<file path="src/rtl/cfg_space_pkg.sv">
package cfg_space_pkg;

  typedef enum logic [3:0] {
    KIND_NONE,
    KIND_CHIPID,
    KIND_REV,
    KIND_DEVSEL,
    KIND_ENABLE,
    KIND_BASEHI,
    KIND_BASELO,
    KIND_PINSEL,
    KIND_PINCFG,
    KIND_PINEVT
  } regKind_e;

  typedef struct packed {
    logic       wrData;
    logic       rdData;
    logic       rdIndex;
    regKind_e   kind;
    logic [7:0] index;
  } cfgStrobe_t;

  localparam logic [7:0] IDX_DEVSEL = 8'h07;
  localparam logic [7:0] IDX_CHIPID = 8'h20;
  localparam logic [7:0] IDX_REV    = 8'h27;
  localparam logic [7:0] IDX_ENABLE = 8'h30;
  localparam logic [7:0] IDX_BASEHI = 8'h60;
  localparam logic [7:0] IDX_BASELO = 8'h61;
  localparam logic [7:0] IDX_PINSEL = 8'hF0;
  localparam logic [7:0] IDX_PINCFG = 8'hF1;
  localparam logic [7:0] IDX_PINEVT = 8'hF2;

endpackage

</file>
<file path="src/rtl/cfg_space_ctrl.sv">
module cfg_space_ctrl
  import cfg_space_pkg::*;
(
  input  logic       clk,
  input  logic       rstN,
  input  logic       busAddr,
  input  logic       busWr,
  input  logic       busRd,
  input  logic [7:0] busWdata,
  input  logic       gpioBankSel,
  output cfgStrobe_t strobes
);

  logic [7:0] indexReg;
  regKind_e   kindNow;

  always_ff @(posedge clk or negedge rstN) begin
    if (!rstN) indexReg <= 8'h00;
    else if (busWr && !busAddr) indexReg <= busWdata;
  end

  always_comb begin
    kindNow = KIND_NONE;
    case (indexReg)
      IDX_DEVSEL: kindNow = KIND_DEVSEL;
      IDX_CHIPID: kindNow = KIND_CHIPID;
      IDX_REV:    kindNow = KIND_REV;
      IDX_ENABLE: kindNow = KIND_ENABLE;
      IDX_BASEHI: kindNow = KIND_BASEHI;
      IDX_BASELO: kindNow = KIND_BASELO;
      IDX_PINSEL: kindNow = gpioBankSel ? KIND_PINSEL : KIND_NONE;
      IDX_PINCFG: kindNow = gpioBankSel ? KIND_PINCFG : KIND_NONE;
      IDX_PINEVT: kindNow = gpioBankSel ? KIND_PINEVT : KIND_NONE;
      default:    kindNow = KIND_NONE;
    endcase
  end

  always_comb begin
    strobes.wrData  = busWr && busAddr;
    strobes.rdData  = busRd && busAddr;
    strobes.rdIndex = busRd && !busAddr;
    strobes.kind    = kindNow;
    strobes.index   = indexReg;
  end

  // the index only moves on a write to offset 0
  p_index_hold_r1: assert property (@(posedge clk) disable iff (!rstN)
    !(busWr && !busAddr) |=> $stable(indexReg));

  // pin registers are never decoded outside the GPIO bank
  p_bank_gate_r7: assert property (@(posedge clk) disable iff (!rstN)
    !gpioBankSel |-> !(strobes.kind inside {KIND_PINSEL, KIND_PINCFG, KIND_PINEVT}));

endmodule

</file>
<file path="src/rtl/cfg_space_dpath.sv">
module cfg_space_dpath
  import cfg_space_pkg::*;
#(
  parameter int         NUM_DEV  = 15,
  parameter int         NUM_PINS = 29,
  parameter int         GPIO_DEV = 7,
  parameter logic [7:0] CHIP_ID  = 8'hE9,
  parameter logic [7:0] REV_ID   = 8'h01
) (
  input  logic                    clk,
  input  logic                    rstN,
  input  cfgStrobe_t              strobes,
  input  logic [7:0]              busWdata,
  output logic                    gpioBankSel,
  output logic [7:0]              rdData,
  output logic [NUM_DEV-1:0]      devEnable,
  output logic [NUM_DEV*16-1:0]   devBase,
  output logic [NUM_PINS-1:0]     pinOutEn,
  output logic [NUM_PINS-1:0]     pinPushPull,
  output logic [NUM_PINS-1:0]     pinPullUp,
  output logic [NUM_PINS*2-1:0]   pinEvtCfg
);

  localparam int DEV_W      = $clog2(NUM_DEV);
  localparam int PIN_W      = $clog2(NUM_PINS);
  localparam int PORT_COUNT = (NUM_PINS + 7) / 8;

  logic [DEV_W-1:0]              devSel;
  logic [NUM_DEV-1:0][15:0]      baseArr;
  logic [7:0]                    pinSelReg;
  logic [6:0]                    pinFlat;
  logic                          pinValid;
  logic [PIN_W-1:0]              pinIdx;
  logic [7:0]                    rdVal;
  logic                          wrDevSel, wrEnable, wrBaseHi, wrBaseLo;
  logic                          wrPinSel, wrPinCfg, wrPinEvt;

  assign wrDevSel = strobes.wrData && strobes.kind == KIND_DEVSEL;
  assign wrEnable = strobes.wrData && strobes.kind == KIND_ENABLE;
  assign wrBaseHi = strobes.wrData && strobes.kind == KIND_BASEHI;
  assign wrBaseLo = strobes.wrData && strobes.kind == KIND_BASELO;
  assign wrPinSel = strobes.wrData && strobes.kind == KIND_PINSEL;
  assign wrPinCfg = strobes.wrData && strobes.kind == KIND_PINCFG && pinValid;
  assign wrPinEvt = strobes.wrData && strobes.kind == KIND_PINEVT && pinValid;

  assign gpioBankSel = (32'(devSel) == GPIO_DEV);
  assign devBase     = baseArr;

  // device selector, out-of-range values rejected
  always_ff @(posedge clk or negedge rstN) begin
    if (!rstN) devSel <= '0;
    else if (wrDevSel && 32'(busWdata) < NUM_DEV) devSel <= busWdata[DEV_W-1:0];
  end

  // per-device bank registers
  for (genvar d = 0; d < NUM_DEV; d++) begin : g_dev
    logic hit;
    assign hit = (32'(devSel) == d);
    always_ff @(posedge clk or negedge rstN) begin
      if (!rstN) begin
        devEnable[d] <= 1'b0;
        baseArr[d]   <= 16'h0000;
      end else if (hit) begin
        if (wrEnable) devEnable[d]     <= busWdata[0];
        if (wrBaseHi) baseArr[d][15:8] <= busWdata;
        if (wrBaseLo) baseArr[d][7:0]  <= busWdata;
      end
    end
  end

  // pin selector and its decode
  always_ff @(posedge clk or negedge rstN) begin
    if (!rstN) pinSelReg <= 8'h00;
    else if (wrPinSel) pinSelReg <= busWdata & 8'hF7;
  end

  assign pinFlat  = {pinSelReg[7:4], pinSelReg[2:0]};
  assign pinValid = (32'(pinSelReg[7:4]) < PORT_COUNT) && (32'(pinFlat) < NUM_PINS);
  assign pinIdx   = pinFlat[PIN_W-1:0];

  // per-pin configuration
  for (genvar p = 0; p < NUM_PINS; p++) begin : g_pin
    logic hit;
    assign hit = (32'(pinIdx) == p);
    always_ff @(posedge clk or negedge rstN) begin
      if (!rstN) begin
        pinOutEn[p]        <= 1'b0;
        pinPushPull[p]     <= 1'b0;
        pinPullUp[p]       <= 1'b0;
        pinEvtCfg[2*p +: 2] <= 2'b00;
      end else if (hit) begin
        if (wrPinCfg) begin
          pinOutEn[p]    <= busWdata[0];
          pinPushPull[p] <= busWdata[1];
          pinPullUp[p]   <= busWdata[2];
        end
        if (wrPinEvt) pinEvtCfg[2*p +: 2] <= busWdata[1:0];
      end
    end
  end

  // read multiplexer
  always_comb begin
    rdVal = 8'h00;
    case (strobes.kind)
      KIND_CHIPID: rdVal = CHIP_ID;
      KIND_REV:    rdVal = REV_ID;
      KIND_DEVSEL: rdVal = 8'(devSel);
      KIND_ENABLE: rdVal = {7'b0, devEnable[devSel]};
      KIND_BASEHI: rdVal = baseArr[devSel][15:8];
      KIND_BASELO: rdVal = baseArr[devSel][7:0];
      KIND_PINSEL: rdVal = pinSelReg;
      KIND_PINCFG: rdVal = pinValid ? {5'b0, pinPullUp[pinIdx], pinPushPull[pinIdx], pinOutEn[pinIdx]} : 8'h00;
      KIND_PINEVT: rdVal = pinValid ? {6'b0, pinEvtCfg[2*pinIdx +: 2]} : 8'h00;
      default:     rdVal = 8'h00;
    endcase
  end

  always_ff @(posedge clk or negedge rstN) begin
    if (!rstN) rdData <= 8'h00;
    else if (strobes.rdIndex) rdData <= strobes.index;
    else if (strobes.rdData) rdData <= rdVal;
  end

  // chip identifier comes back on the following cycle
  p_chip_id_r2: assert property (@(posedge clk) disable iff (!rstN)
    (strobes.rdData && strobes.kind == KIND_CHIPID) |=> rdData == CHIP_ID);

  // selector never leaves the device range
  p_devsel_range_r3: assert property (@(posedge clk) disable iff (!rstN)
    32'(devSel) < NUM_DEV);

  // enable flags move only on an enable write
  p_enable_hold_r6: assert property (@(posedge clk) disable iff (!rstN)
    !(strobes.wrData && strobes.kind == KIND_ENABLE) |=> $stable(devEnable));

  // base addresses move only on a base write
  p_base_hold_r5: assert property (@(posedge clk) disable iff (!rstN)
    !(strobes.wrData && strobes.kind inside {KIND_BASEHI, KIND_BASELO}) |=> $stable(devBase));

  // invalid pin selection leaves every pin untouched
  p_pin_ignore_r10: assert property (@(posedge clk) disable iff (!rstN)
    (strobes.wrData && !pinValid) |=> ($stable(pinOutEn) && $stable(pinPushPull)
                                       && $stable(pinPullUp) && $stable(pinEvtCfg)));

  // rdData only changes after a read strobe
  p_rdata_hold_r1: assert property (@(posedge clk) disable iff (!rstN)
    !(strobes.rdData || strobes.rdIndex) |=> $stable(rdData));

endmodule

</file>
<file path="src/rtl/cfg_space_top.sv">
module cfg_space_top
  import cfg_space_pkg::*;
#(
  parameter int         NUM_DEV  = 15,
  parameter int         NUM_PINS = 29,
  parameter int         GPIO_DEV = 7,
  parameter logic [7:0] CHIP_ID  = 8'hE9,
  parameter logic [7:0] REV_ID   = 8'h01
) (
  input  logic                  clk,
  input  logic                  rstN,
  input  logic                  busAddr,
  input  logic                  busWr,
  input  logic                  busRd,
  input  logic [7:0]            busWdata,
  output logic [7:0]            rdData,
  output logic [NUM_DEV-1:0]    devEnable,
  output logic [NUM_DEV*16-1:0] devBase,
  output logic [NUM_PINS-1:0]   pinOutEn,
  output logic [NUM_PINS-1:0]   pinPushPull,
  output logic [NUM_PINS-1:0]   pinPullUp,
  output logic [NUM_PINS*2-1:0] pinEvtCfg
);

  cfgStrobe_t strobes;
  logic       gpioBankSel;

  cfg_space_ctrl u_ctrl (
    .clk        (clk),
    .rstN       (rstN),
    .busAddr    (busAddr),
    .busWr      (busWr),
    .busRd      (busRd),
    .busWdata   (busWdata),
    .gpioBankSel(gpioBankSel),
    .strobes    (strobes)
  );

  cfg_space_dpath #(
    .NUM_DEV (NUM_DEV),
    .NUM_PINS(NUM_PINS),
    .GPIO_DEV(GPIO_DEV),
    .CHIP_ID (CHIP_ID),
    .REV_ID  (REV_ID)
  ) u_dpath (
    .clk        (clk),
    .rstN       (rstN),
    .strobes    (strobes),
    .busWdata   (busWdata),
    .gpioBankSel(gpioBankSel),
    .rdData     (rdData),
    .devEnable  (devEnable),
    .devBase    (devBase),
    .pinOutEn   (pinOutEn),
    .pinPushPull(pinPushPull),
    .pinPullUp  (pinPullUp),
    .pinEvtCfg  (pinEvtCfg)
  );

endmodule

</file>
<file path="config.mk">
export PLATFORM = sky130hd
export DESIGN_NAME = cfg_space_top
export DESIGN_NICKNAME = d
export VERILOG_FILES = /design/src/rtl/cfg_space_pkg.sv /design/src/rtl/cfg_space_ctrl.sv /design/src/rtl/cfg_space_dpath.sv /design/src/rtl/cfg_space_top.sv
export SDC_FILE = /design/constraint.sdc
export NUM_CORES = 1
export LEC_CHECK = 0
export BUFFER_PORTS_ARGS = -buffer_cell sky130_fd_sc_hd__buf_2
export CAP_MARGIN = 20
export CORE_ASPECT_RATIO = 0.7
export CORE_UTILIZATION = 55
export DETAILED_ROUTE_END_ITERATION = 8
export PLACE_DENSITY = 0.78
export SLEW_MARGIN = 30
export SYNTH_ARGS = -nofsm -noshare
export SYNTH_HDL_FRONTEND = slang
export SYNTH_HIERARCHICAL = 1
export SYNTH_SLANG_ARGS = --single-unit
</file>
<file path="constraint.sdc">
create_clock -name clk -period 5 [get_ports clk]
set_input_delay 0.5 -clock clk [delete_from_list [all_inputs] [get_ports clk]]
set_output_delay 0.5 -clock clk [all_outputs]
set_load 0.05 [all_outputs]
</file>
==> metrics.csv <==
metric;value;unit
status;completed;
Seq/Total Area, Yosys;52.48;%
grt ovf;0;
clock power share;45.5;%
Rel. slew slack;39.13;%
htree depth;2;
Peak VDD IR;0.2562;mV
Peak Freq;225.9;MHz
most common cell after layout, fill and taps aside;dfrtp_1;
MaxCap Viol Count;0;
Area Overhead vs Synth;18.90;%
NetSw;1662;uW
Pre-Repair DR Iteration Count;5;
top cells by area, synth;dfrtp_1, mux2_2, mux4_2;
cells along the critical path;nand2_1 -> nor3_1 -> buf_4 -> and3_1 -> o21ai_1 -> a211oi_2 -> buf_4 -> nand3_2 -> nor2_2 -> nand3_1 -> mux2_2;
initial detailed-routing violation count;1705;
vias in the first global route;14760;
routed wire length;66950;um
Die Wd;232.0;um
RSZ-0062 raised after global routing;false;
initial antenna violation count;7;
LEAKAGE;0.01266;uW
Final Wtd Congestion;0.9643;
# rows;58;
antenna-violating nets left;0;
GR Util All Layers;35.16;%
crit-path max FO;30;
largest net degree at the start of global routing;134;
Worst Skew;0.04091;ns
Crit Path Category;reg2reg;
Fillers;2609;
TritonCTS Buffers;42;
Via-to-Cell Ratio;6.505;
Post-Route Setup TNS;0;ns
Crit path largest cell delay;0.74;ns
reg2reg setup slack;0.57;ns
Worst-Margin Slew;0.9131;ns
Post-Syn Nets;1448;
Yosys cell types;64;
sequential fraction of design power;50.5;%
I/O pin count;421;
post-DP HPWL;47060;um
Worst Slack Setup Final;0.5731;ns
period utilization;88.54;%
Non-Filler Instances;2336;
commonest cells after routing, fill and taps aside;dfrtp_1, buf_2, mux2_2, nand2_1, mux4_2;
Ys Warns;6;
multi-input logic area;9141;sq um
CORE AREA;36210;sq um
placed cells;2255;
vias;15200;
hold_buf cts;1;
Int Pwr;5266;uW
slowest cell on the critical path;dfrtp_4;
Port Buf Inserts;420;
drt drc;0;
Hold Path Class;in2reg;
register area;10700;sq um
Startpoint Class;flop;
Slew Limit Fails;0;
PwrDens;286.2;nW/um^2
Final Hold Fails;0;
Design Area, Final;24210;sq um
Clock Tree Root;clkbuf_16;
CTS resizes;0;
Clock Sinks;427;
Mapped Cells;1435;
Gate power share;4.0;%
post-synth top area share;52.48;%
clk buf depth;3;
clock-pin slew of the registers on the worst-case setup and hold paths;0.07;ns
Worst Setup Slack post-DPL;0.7590;ns
Synth Flop Type;dfrtp_1;
Placed Area;22800;sq um
Post-Synthesis Cell Area;20360;sq um
Data required, critical path;5.45;ns
die area;37800;sq um
first-pass GRT wire length;98150;um
CP dominant cell by count;buf_4;
Worst Setup End Kind;flop;
EDFF count, synth;0;
CTS tree;yes;
Final Net Count;1833;
wire per inst;28.66;um
syn avg cell area;14.19;sq um
postcts setup bufs;0;
Post-synth ARST share;100.0;%
Yosys top cell by area;dfrtp_1;
Synth Register Bits;427;
sw frac;23.99;%
chip height;163.0;um
# setup viols final;0;
minimum clock period;4.427;ns
Worst-Skew Late Latency;0.58;ns
initial core utilization;56.23;%
Arr. time, crit path;4.88;ns
share of post-route cells with drive strength above 1;55.24;%
==> through the flow <==
stage | utilization (%) | hold slack [ns] | power, uW
final | 66.85 | 0.4712 | 6928
after global routing | 66.85 | 0.4921 | 7121
after floorplan | - | 0.2044 | 3689
after detailed placement | 62.97 | 0.5067 | 3836
after CTS | 66.82 | 0.4571 | 6970
after global placement | 62.94 | 0.5009 | 3831
==> state kept, by name, summed over array words and instances (netlist names) <==
name,flops
u_dpath/devSel,4
u_dpath/pinPushPull,29
u_ctrl/indexReg,8
u_dpath/pinOutEn,29
u_dpath/devBase,240
u_dpath/devEnable,15
u_dpath/pinPullUp,29
u_dpath/pinSelReg,7
u_dpath/pinEvtCfg,58
u_dpath/rdData,8
==> cell usage after synthesis, types with 9 or more instances <==
library cell	number
mux4_2	66
a22oi_1	13
clkbuf_1	59
nand3_1	30
o21ai_0	23
dfrtp_1	427
nor3_1	15
nor2b_1	18
nor2_1	53
mux2_2	413
nand2_1	72
and3_1	9
buf_2	31
mux4_1	22
buf_6	9
mux2i_1	39
==> logic make-up (layout without fill, tap and decap cells) <==
kind of cell / count (synthesis) / after routing / synth area share (%)
AOI/OAI and AO/OA: 107 / 107 / 3.773
xor gates and xnor gates: 1 / 1 / 0.04302
buffers and inverters: 114 / 531 / 2.716
DFF: 427 / 427 / 52.48
muxes: 542 / 542 / 35.01
other: 0 / 4 / 0
and+or+nand+nor: 244 / 244 / 5.979
==> power by group through the flow <==
stage	sequential, uW	combinational (uW)	clock (uW)
6_report	3500	275	3150
5_1_grt	3500	296	3320
4_1_cts	3500	275	3200
3_5_place_dp	3560	273	0
3_3_place_gp	3560	269	0
2_1_floorplan	3580	106	0
==> worst paths after layout <==
| check | start | to | depth (start not counted) |
|---|---|---|---|
| min in group asynchronous | rstN | u_dpath/devBase[103]$_DFFE_PN0P_ | 2 |
| hold / removal | busAddr | u_ctrl/indexReg[6]$_DFFE_PN0P_ | 3 |
| setup reg to reg | u_dpath/devSel[1]$_DFFE_PN0P_ | u_dpath/devBase[158]$_DFFE_PN0P_ | 11 |
| hold reg to reg | u_dpath/pinEvtCfg[55]$_DFFE_PN0P_ | u_dpath/pinEvtCfg[55]$_DFFE_PN0P_ | 1 |
| max in group asynchronous | rstN | u_dpath/pinEvtCfg[36]$_DFFE_PN0P_ | 3 |
| setup / recovery | u_dpath/devSel[1]$_DFFE_PN0P_ | u_dpath/devBase[158]$_DFFE_PN0P_ | 11 |
==> worst max-delay path, delay by kind of cell (launching register included) <==
kind            cells  cell delay (ns)
compound gates      2             0.56
mux                 1             0.46
simple gates        6             2.08
flops               1             0.74
buf+inv             2             0.46
==> layer usage <==
metal	vias up	global-route usage (%)	share of wire (%)
met3	116	12.22	13
met1	7953	51.72	41
met5	-	0	0.019
li1	6163	-	-
met2	961	49.32	44
met4	2	9.898	2.5
==> final cells by class <==
class                   count  share of cell area, %
flip-flops and latches    427                  44.19
multi-input cells         894                  37.76
repair buffers            449                  9.711
clock buffers              58                  5.044
well taps                 480                  2.481
clock inverters            18                 0.6822
inverters                   6                0.09303
diodes                      4                0.04135
(Power assumes the default switching activity.)
